===== src/rtl/gpio_setclr_pkg.sv =====
package gpio_setclr_pkg;

  localparam int WORD_W      = 32;
  localparam int ADDR_W      = 8;
  localparam int BANK_STRIDE = 4;

  // Base byte addresses of the three register groups; bank b sits at base + 4*b
  localparam int DIR_BASE = 'h0C;
  localparam int SET_BASE = 'h18;
  localparam int CLR_BASE = 'h24;

  // Per-bank write strobes produced by the address decoder
  typedef struct packed {
    logic dir_wr;
    logic set_wr;
    logic clr_wr;
  } bank_strobe_t;

  function automatic int bank_count(input int pins);
    return (pins + WORD_W - 1) / WORD_W;
  endfunction

  function automatic int bank_width(input int pins, input int b);
    int nb;
    nb = bank_count(pins);
    return (b == nb - 1) ? pins - WORD_W * (nb - 1) : WORD_W;
  endfunction

endpackage


===== src/rtl/gpio_setclr_decode.sv =====
module gpio_setclr_decode
  import gpio_setclr_pkg::*;
#(
  parameter int NUM_BANKS = 3
) (
  input  logic [ADDR_W-1:0] addr,
  input  logic              we,
  output bank_strobe_t      strobe [NUM_BANKS],
  output logic [NUM_BANKS-1:0] rd_hit
);

  for (genvar b = 0; b < NUM_BANKS; b++) begin : g_bank
    localparam logic [ADDR_W-1:0] DIR_A = ADDR_W'(DIR_BASE + BANK_STRIDE * b);
    localparam logic [ADDR_W-1:0] SET_A = ADDR_W'(SET_BASE + BANK_STRIDE * b);
    localparam logic [ADDR_W-1:0] CLR_A = ADDR_W'(CLR_BASE + BANK_STRIDE * b);

    logic dir_match, set_match, clr_match;

    always_comb begin
      dir_match = (addr == DIR_A);
      set_match = (addr == SET_A);
      clr_match = (addr == CLR_A);
      strobe[b].dir_wr = we & dir_match;
      strobe[b].set_wr = we & set_match;
      strobe[b].clr_wr = we & clr_match;
      rd_hit[b]        = dir_match;
    end
  end

endmodule


===== src/rtl/gpio_setclr_bank.sv =====
module gpio_setclr_bank
  import gpio_setclr_pkg::*;
#(
  parameter int BW = 32
) (
  input  logic          clk,
  input  logic          rst_n,
  input  bank_strobe_t  strobe,
  input  logic [BW-1:0] wdata,
  output logic [BW-1:0] dir_q,
  output logic [BW-1:0] pad_out,
  output logic [BW-1:0] pad_oe
);

  logic [BW-1:0] lvl_q;
  logic [BW-1:0] lvl_d;

  // Set and clear live at different addresses, so at most one is active
  always_comb begin
    lvl_d = lvl_q;
    if (strobe.set_wr) lvl_d = lvl_q | wdata;
    else if (strobe.clr_wr) lvl_d = lvl_q & ~wdata;
  end

  always_ff @(posedge clk or negedge rst_n) begin
    if (!rst_n) begin
      lvl_q <= '0;
      dir_q <= '0;
    end else begin
      lvl_q <= lvl_d;
      if (strobe.dir_wr) dir_q <= wdata;
    end
  end

  // An input pin keeps its pending level hidden from the pad
  assign pad_out = lvl_q & dir_q;
  assign pad_oe  = dir_q;

endmodule


===== src/rtl/gpio_setclr_rdmux.sv =====
module gpio_setclr_rdmux
  import gpio_setclr_pkg::*;
#(
  parameter int NUM_BANKS = 3
) (
  input  logic [NUM_BANKS-1:0] rd_hit,
  input  logic [WORD_W-1:0]    dir_word [NUM_BANKS],
  output logic [WORD_W-1:0]    rdata
);

  // At most one hit, so an OR of gated words is a mux
  always_comb begin
    rdata = '0;
    for (int b = 0; b < NUM_BANKS; b++) begin
      rdata = rdata | (dir_word[b] & {WORD_W{rd_hit[b]}});
    end
  end

endmodule


===== src/rtl/gpio_setclr_top.sv =====
module gpio_setclr_top
  import gpio_setclr_pkg::*;
#(
  parameter int NUM_PINS = 81
) (
  input  logic                clk,
  input  logic                rst_n,
  input  logic [ADDR_W-1:0]   bus_addr,
  input  logic                bus_we,
  input  logic [WORD_W-1:0]   bus_wdata,
  output logic [WORD_W-1:0]   bus_rdata,
  output logic [NUM_PINS-1:0] pad_out,
  output logic [NUM_PINS-1:0] pad_oe
);

  localparam int NUM_BANKS = bank_count(NUM_PINS);

  bank_strobe_t           strobe   [NUM_BANKS];
  logic [NUM_BANKS-1:0]   rd_hit;
  logic [WORD_W-1:0]      dir_word [NUM_BANKS];

  gpio_setclr_decode #(.NUM_BANKS(NUM_BANKS)) u_decode (
    .addr   (bus_addr),
    .we     (bus_we),
    .strobe (strobe),
    .rd_hit (rd_hit)
  );

  for (genvar b = 0; b < NUM_BANKS; b++) begin : g_bank
    localparam int BW = bank_width(NUM_PINS, b);
    logic [BW-1:0] dir_b;

    gpio_setclr_bank #(.BW(BW)) u_bank (
      .clk     (clk),
      .rst_n   (rst_n),
      .strobe  (strobe[b]),
      .wdata   (bus_wdata[BW-1:0]),
      .dir_q   (dir_b),
      .pad_out (pad_out[b*WORD_W +: BW]),
      .pad_oe  (pad_oe[b*WORD_W +: BW])
    );

    assign dir_word[b] = WORD_W'(dir_b);
  end

  gpio_setclr_rdmux #(.NUM_BANKS(NUM_BANKS)) u_rdmux (
    .rd_hit   (rd_hit),
    .dir_word (dir_word),
    .rdata    (bus_rdata)
  );

endmodule


===== config.mk =====
export PLATFORM = sky130hd
export DESIGN_NAME = gpio_setclr_top
export DESIGN_NICKNAME = d
export VERILOG_FILES = /design/src/rtl/gpio_setclr_pkg.sv /design/src/rtl/gpio_setclr_decode.sv /design/src/rtl/gpio_setclr_bank.sv /design/src/rtl/gpio_setclr_rdmux.sv /design/src/rtl/gpio_setclr_top.sv
export SDC_FILE = /design/constraint.sdc
export NUM_CORES = 1
export LEC_CHECK = 0
export CAP_MARGIN = 20
export CORE_MARGIN = 5
export CORE_UTILIZATION = 35
export CTS_CLUSTER_DIAMETER = 150
export DETAILED_ROUTE_END_ITERATION = 6
export PLACE_DENSITY = 0.71
export SETUP_SLACK_MARGIN = 0.4
export SLEW_MARGIN = 40
export SYNTH_ARGS = -nofsm -noshare
export SYNTH_HDL_FRONTEND = slang
export SYNTH_SLANG_ARGS = --single-unit

===== constraint.sdc =====
create_clock -name clk -period 2.59 [get_ports clk]
set_input_delay 0.518 -clock clk [delete_from_list [all_inputs] [get_ports clk]]
set_output_delay 0.518 -clock clk [all_outputs]
set_load 0.1 [all_outputs]

==> impl_metrics.csv, run 1 <==
group,metric,value,unit
cells_and_area,fin_cells,1204,
cts,h-tree-depth,4,
sta,tightest_slew,0.644,ns
synth,synth_nets,683,
synth,yosysTopAreaCellShare,0.533,
route,antenna_left,0,
worst_setup_path,critical_path_class,"in2out",
synth,async_flop_share,1.00,
placed_design,routabilityCongestion,0.787,
floorplanning,boundaryPins,237,
worst_setup_path,cp_max_fo,7,
route,route.detailed.drc,0,
worst_setup_path,slowest_delay,0.29,ns
synth,synthTopCellsByArea,"dfrtp_1 (53%), mux2_1 (10%), a22o_1 (7.4%)",
placed_design,post-dp-hpwl,18.0,mm
flow_run,maxCapViolCount,0,
cells_and_area,diodes,0,
hold_path,min_path_type,"in2async",
sta,drv_slew,0,
worst_setup_path,crit_slowest_cell,"nor4b_4",
global_route,grt_max_degree,66,
cells_and_area,drive_above_1_share,0.491,
worst_setup_path,crit_path_start_kind,"input port",
placed_design,dp.cells,1152,
route,viasPerCell,5.42,
sta,period_needed,2.45,ns
sta,fmax,408,MHz
floorplanning,rows,54,
route,wirelength,26.0,mm
sta,rsz0062_at_grt,"true",
cts,cts_tree,"done",
power,finalPower,6.43,mW
floorplanning,die_x,157,um
worst_setup_path,crit_arrival,1.93,ns
cts,root_buffer,"clkbuf_16",
synth,seq_area_frac_synth,0.533,
cts,clk_latency,0.41,ns
cts,clk_pin_slew,0.07,ns
synth,yosysMostFrequentCell,"dfrtp_1",
worst_setup_path,cp_common_cell,"buf_12",
cts,cts_sinks,162,
sta,fin_crit_sh,0.946,
synth,postSynthCellCount,640,
sta,relSlewSlack,0.571,
synth,yosys.area.top_type,"dfrtp_1",
sta,fin_worst_skew,0,ns
cells_and_area,area_delta_synth_final,58.1,%
synth,syn_area_per_cell,11.9,sq um
route,wl_per_cell,21.6,um
floorplanning,die_y,157,um
route,dr_total_vias,6520,
synth,ys_ff_latch,162,
cts,cts_buffers,17,
global_route,grt_pass1_wl,40.1,mm
worst_setup_path,path_cells,"buf_8 > buf_6 > nor4b_4 > buf_4 > buf_12 > buf_12 > and3_4 > a221o_4 > buf_12",
synth,synth_area,7600,sq um
worst_setup_path,cp-end-kind,"output port",
power,leakage,6.00,nW
global_route,grtUsageTotal,0.210,
floorplanning,initial_core_util,0.352,
synth,synth.yosys.warnings,0,
cells_and_area,fin_nets,954,
synth,yosysUniqueCellTypes,26,
synth,synth_flop_cell,"dfrtp_1",
route,firstDrtPassIters,5,
synth,synth_edf_count,0,
cts,clockBufferDepth,2,
synth,synth_common_cells,"dfrtp_1 (162), and2_1 (82), mux2_1 (70), a22o_1 (64), nand4_1 (49)",
status,outcome,"finished, final reports clean",
global_route,antenna_found_initial,0,
floorplanning,coreArea,21600,sq um
global_route,grt_pass1_vias,6649,
power,irDropWorstVdd,421,uV
power,powerDensity,535,nW/um^2
route,drt-initial-drc-count,373,
sta,setup_violations,0,
cells_and_area,fillers,1820,
global_route,grt_remaining_overflow,0,
floorplanning,dieArea,24800,sq um
cts,postCtsHoldBufs,0,
sta,hold_viol_final,0,
placed_design,io_buffers,236,
worst_setup_path,critical_path_required,2.07,ns
==> path summary, 6_finish.rpt <==
kind / from / to / slack, ns / cells after the start
min in group clk: bus_addr[2] / flip-flop / 0.42 / 3
max: bus_addr[1] / bus_rdata[16] / 0.14 / 9
max reg2reg: g_bank[1].u_bank.dir_q[15]$_DFFE_PN0P_ / g_bank[1].u_bank.dir_q[15]$_DFFE_PN0P_ / 1.67 / 1
max in group asynchronous: rst_n / asynchronous set/reset pin / 1.78 / 2
min: rst_n / g_bank[0].u_bank.dir_q[0]$_DFFE_PN0P_ / 0.1 / 1
min reg2reg: flip-flop / flip-flop / 0.49 / 1
==> layer usage <==
layer / part of all wire / wire length (um) / global-route usage / vias up
met3: 0.080 / 2080 / 0.0613 / 24
met5: 0 / 0 / 0 / -
met4: 0.020 / 518 / 0.0574 / 0
li1: - / - / - / 2972
met2: 0.48 / 12500 / 0.334 / 248
met1: 0.42 / 11000 / 0.283 / 3276
==> layout by cell type (no fill, tap or decap), drive strengths merged, types with 19 or more instances in the layout <==
cell type      count
mux2              81
and3              19
dfrtp            162
buf              272
o21ai             32
and2              82
nand4             49
a22o              64
clkbuf            21
o41ai             32
clkdlybuf4s50     33
inv               33
==> worst max-delay path, delay by kind of cell <==
kind,cells,cell delay [ns]
compound gates,1,0.12
buf+inv,6,0.80
simple gates,2,0.49
==> final cells by class <==
class / count / area (sq um) / share of cell area
multi-input cells: 392 / 3720 / 0.310
well taps: 280 / 350 / 0.0291
inverters: 32 / 120 / 0.00999
flip-flops and latches: 162 / 4050 / 0.337
repair buffers: 306 / 3160 / 0.263
clock inverters: 11 / 154 / 0.0128
clock buffers: 21 / 460 / 0.0383
==> power breakdown <==
part | switching (mW) | total [mW] | internal [mW]
logic | 0.764 | 1.05 | 0.288
registers | 0.112 | 2.76 | 2.65
clock network | 1.04 | 2.62 | 1.58
total | 1.92 | 6.43 | 4.51
==> kinds of logic after synthesis <==
family | share of synthesized area
multiplexers | 0.120
flip-flops | 0.533
AND/OR/NAND/NOR | 0.146
AO/OA/AOI/OAI | 0.154
buffers and inverters | 0.0464
==> stage by stage <==
stage | cell area, sq um | util | hold WS, ns | setup TNS [ns] | worst slack (ns)
final | 12000 | 0.556 | 0.0958 | 0 | 0.139
after detailed placement | 11000 | 0.509 | 0.479 | -6.18 | -0.229
after floorplan | 8110 | - | 0.222 | 0 | 0.275
after global placement | 11000 | 0.509 | 0.472 | -5.15 | -0.180
after CTS | 12000 | 0.554 | 0.106 | 0 | 0.160
after global routing | 12000 | 0.556 | 0.136 | 0 | 0.101
==> timing repair <==
action                                  CTS  global route
endpoints found under the setup margin   32            32
setup buffers                            12             4
cloned                                    4             0
pin swaps                                24             0
gates resized for setup                  63             2
Power figures use the tool's default switching activity.
==> run 2, diff against run 1 <==
Settings changed: CTS_CLUSTER_SIZE set to 10, PLACE_DENSITY 0.71 to 0.7, SYNTH_HIERARCHICAL set to 1.
==> run 2 against run 1 <==
Sequential power is essentially flat. Largest power group unchanged. The run now ends with setup timing left. Die area rose by 9.5%. Core utilization shrank 6.5 points.
==> impl_metrics.csv, run 2 <==
group,metric,value,unit
floorplanning,coreArea,23500,sq um
route,firstDrtPassIters,7,
status,outcome,"finished, violations left",
cts,clockBufferDepth,2,
power,seqPwrFrac,0.450,
cts,clk_pin_slew,0.07,ns
synth,synthSimpleGateAreaFrac,0.117,
cells_and_area,final_cell_mix,"buf_4 (195), dfrtp_1 (162), and2_1 (81), nand2_1 (81), a22o_1 (81)",
synth,synth_top_family_by_area,"multiplexers",
route,dr_total_vias,6132,
cells_and_area,drive_above_1_share,0.464,
power,clockPowerShare,0.387,
sta,hold_ws,0.0385,ns
route,viasPerCell,4.97,
floorplanning,die_x,165,um
power,p_switching,1.94,mW
global_route,grtUsageTotal,0.194,
cts,clk_latency,0.41,ns
cts,cts_sinks,162,
route,wirelength,26.9,mm
synth,synth_area,8380,sq um
cts,postCtsHoldBufs,0,
synth,synth_common_cells,"dfrtp_1 (162), buf_4 (86), a22o_1 (81), and2_1 (81), nand2_1 (81)",
worst_setup_path,r2r_start,"g_bank[0].u_bank/dir_q[31]$_DFFE_PN0P_",
synth,synthMuxAreaShare,0.140,
worst_setup_path,crit_path_start_kind,"input port",
sta,drv_slew,0,
global_route,grt_remaining_overflow,0,
power,powerDensity,531,nW/um^2
cts,h-tree-depth,4,
sta,hold_viol_final,0,
global_route,grt_pass1_wl,39.4,mm
power,intPower,4.20,mW
cells_and_area,mostFrequentLayoutCell,"buf_4",
synth,yosysTopAreaCellShare,0.484,
floorplanning,dieArea,27100,sq um
synth,synth_edf_count,0,
sta,finalWorstSetupSlack,-0.0392,ns
synth,yosysMostFrequentCell,"dfrtp_1",
sta,fin_worst_skew,0,ns
worst_setup_path,r2r_slack,1.68,ns
synth,synth-xor-area-share,0,
synth,yosysUniqueCellTypes,22,
worst_setup_path,cp_max_fo,6,
sta,rsz0062_at_grt,"true",
worst_setup_path,critical_path_class,"in2out",
cts,cts_buffers,17,
worst_setup_path,crit_arrival,2.11,ns
power,irDropWorstVdd,345,uV
cts,root_buffer,"clkbuf_16",
flow_run,maxCapViolCount,0,
sta,fin_crit_sh,1.02,
synth,ys_ff_latch,162,
synth,synthTopCellsByArea,"dfrtp_1 (48%), mux2_4 (13%), a22o_1 (8.5%)",
synth,synth-compound-area-share,0.123,
worst_setup_path,r2r-end,"g_bank[0].u_bank/dir_q[31]$_DFFE_PN0P_",
floorplanning,boundaryPins,237,
cells_and_area,diodes,0,
sta,fmax,380,MHz
worst_setup_path,startpoint,"bus_addr[1]",
synth,synth.yosys.warnings,6,
cells_and_area,area_delta_synth_final,38.1,%
global_route,grt_pass1_vias,6233,
worst_setup_path,cp-end-kind,"output port",
route,antenna_left,0,
floorplanning,initial_core_util,0.356,
placed_design,routabilityCongestion,0.793,
synth,synth_flop_cell,"dfrtp_1",
worst_setup_path,ff2ff_path_depth,1,
synth,syn_area_per_cell,12.1,sq um
route,route.detailed.drc,0,
global_route,antenna_found_initial,1,
power,p_sw_frac,0.316,
route,drt-initial-drc-count,614,
floorplanning,die_y,165,um
placed_design,io_buffers,236,
hold_path,min_path_type,"in2async",
global_route,grt_max_degree,48,
synth,yosys.area.top_type,"dfrtp_1",
floorplanning,rows,56,
power,leakage,5.68,nW
power,p_comb_frac,0.163,
cts,cts_tree,"done",
worst_setup_path,critical_path_required,2.07,ns
synth,postSynthCellCount,691,
sta,setup_violations,23,
route,wl_per_cell,21.8,um
cells_and_area,final_util,0.491,
worst_setup_path,critPathCapture,"bus_rdata[16]",
synth,async_flop_share,1.00,
synth,synth-adder-area-share,0,
cells_and_area,fin_nets,945,
placed_design,post-dp-hpwl,17.1,mm
sta,tns,-0.376,ns
sta,period_needed,2.63,ns
status,violations,"setup timing",
synth,seq_area_frac_synth,0.484,
-- run 2: cell families after synthesis --
group | Yosys count
and+or+nand+nor | 182
DFF | 162
buffers and inverters | 152
AOI/OAI and AO/OA | 113
muxes | 81
other | 1
-- run 2: routing by layer --
layer | track usage | up-vias | routed length [um]
met3 | 0.0394 | 19 | 1750
met1 | 0.276 | 3119 | 12100
met4 | 0.0450 | 2 | 420
met2 | 0.307 | 227 | 12600
met5 | 0 | - | 13
li1 | - | 2765 | -
-- run 2: repair_timing --
item / CTS / global route
resized for setup: 48 / 2
hold endpoints to repair: 0 / 0
cloned: 6 / 1
endpoints found under the setup margin: 94 / 32
pin swaps: 17 / 10
setup buffers: 11 / 2
-- run 2: critical path, stage by stage --
cell and delay, ns:
buf_6 0.10, or4b_4 0.56, nor3_4 0.23, buf_6 0.17, buf_12 0.15, a222oi_1 0.09, inv_2 0.10, buf_12 0.17
-- run 2: power by group through the flow --
| stage | registers [mW] | clock network [mW] | logic (mW) |
|---|---|---|---|
| after global placement | 2.80 | 0 | 0.979 |
| final | 2.76 | 2.38 | 1.00 |
| after detailed placement | 2.80 | 0 | 0.993 |
| after global routing | 2.78 | 2.54 | 1.04 |
| after floorplan | 2.76 | 0 | 0.758 |
| after CTS | 2.76 | 2.43 | 1.00 |
-- run 2: how the worst min path moves through the flow --
stage	slack [ns]	depth (start not counted)	end
6_report	0.04	1	g_bank[2].u_bank/dir_q[8]$_DFFE_PN0P_
5_1_grt	0.06	1	g_bank[2].u_bank/dir_q[8]$_DFFE_PN0P_
4_1_cts	0.04	1	g_bank[2].u_bank/dir_q[8]$_DFFE_PN0P_
3_5_place_dp	0.48	1	flip-flop
3_3_place_gp	0.48	1	flip-flop
2_1_floorplan	0.22	0	asynchronous set/reset pin
-- run 2: final cells by class --
cell class / count / area (sq um)
fillers: 2123 / 12000
flip-flops and latches: 162 / 4050
multi-input cells: 391 / 3350
repair buffers: 297 / 3100
clock buffers: 18 / 429
well taps: 319 / 399
inverters: 33 / 124
clock inverters: 14 / 118
-- run 2: through the flow --
stage / area [sq um] / setup WS, ns / std cells / power [mW]
5_1_grt: 11600 / -0.0837 / 1234 / 6.36
4_1_cts: 11500 / -0.0729 / 1231 / 6.20
6_report: 11600 / -0.0392 / 1234 / 6.14
3_3_place_gp: 10700 / -0.290 / 1182 / 3.78
3_5_place_dp: 10700 / -0.335 / 1182 / 3.80
2_1_floorplan: 8450 / 0.184 / 705 / 3.52
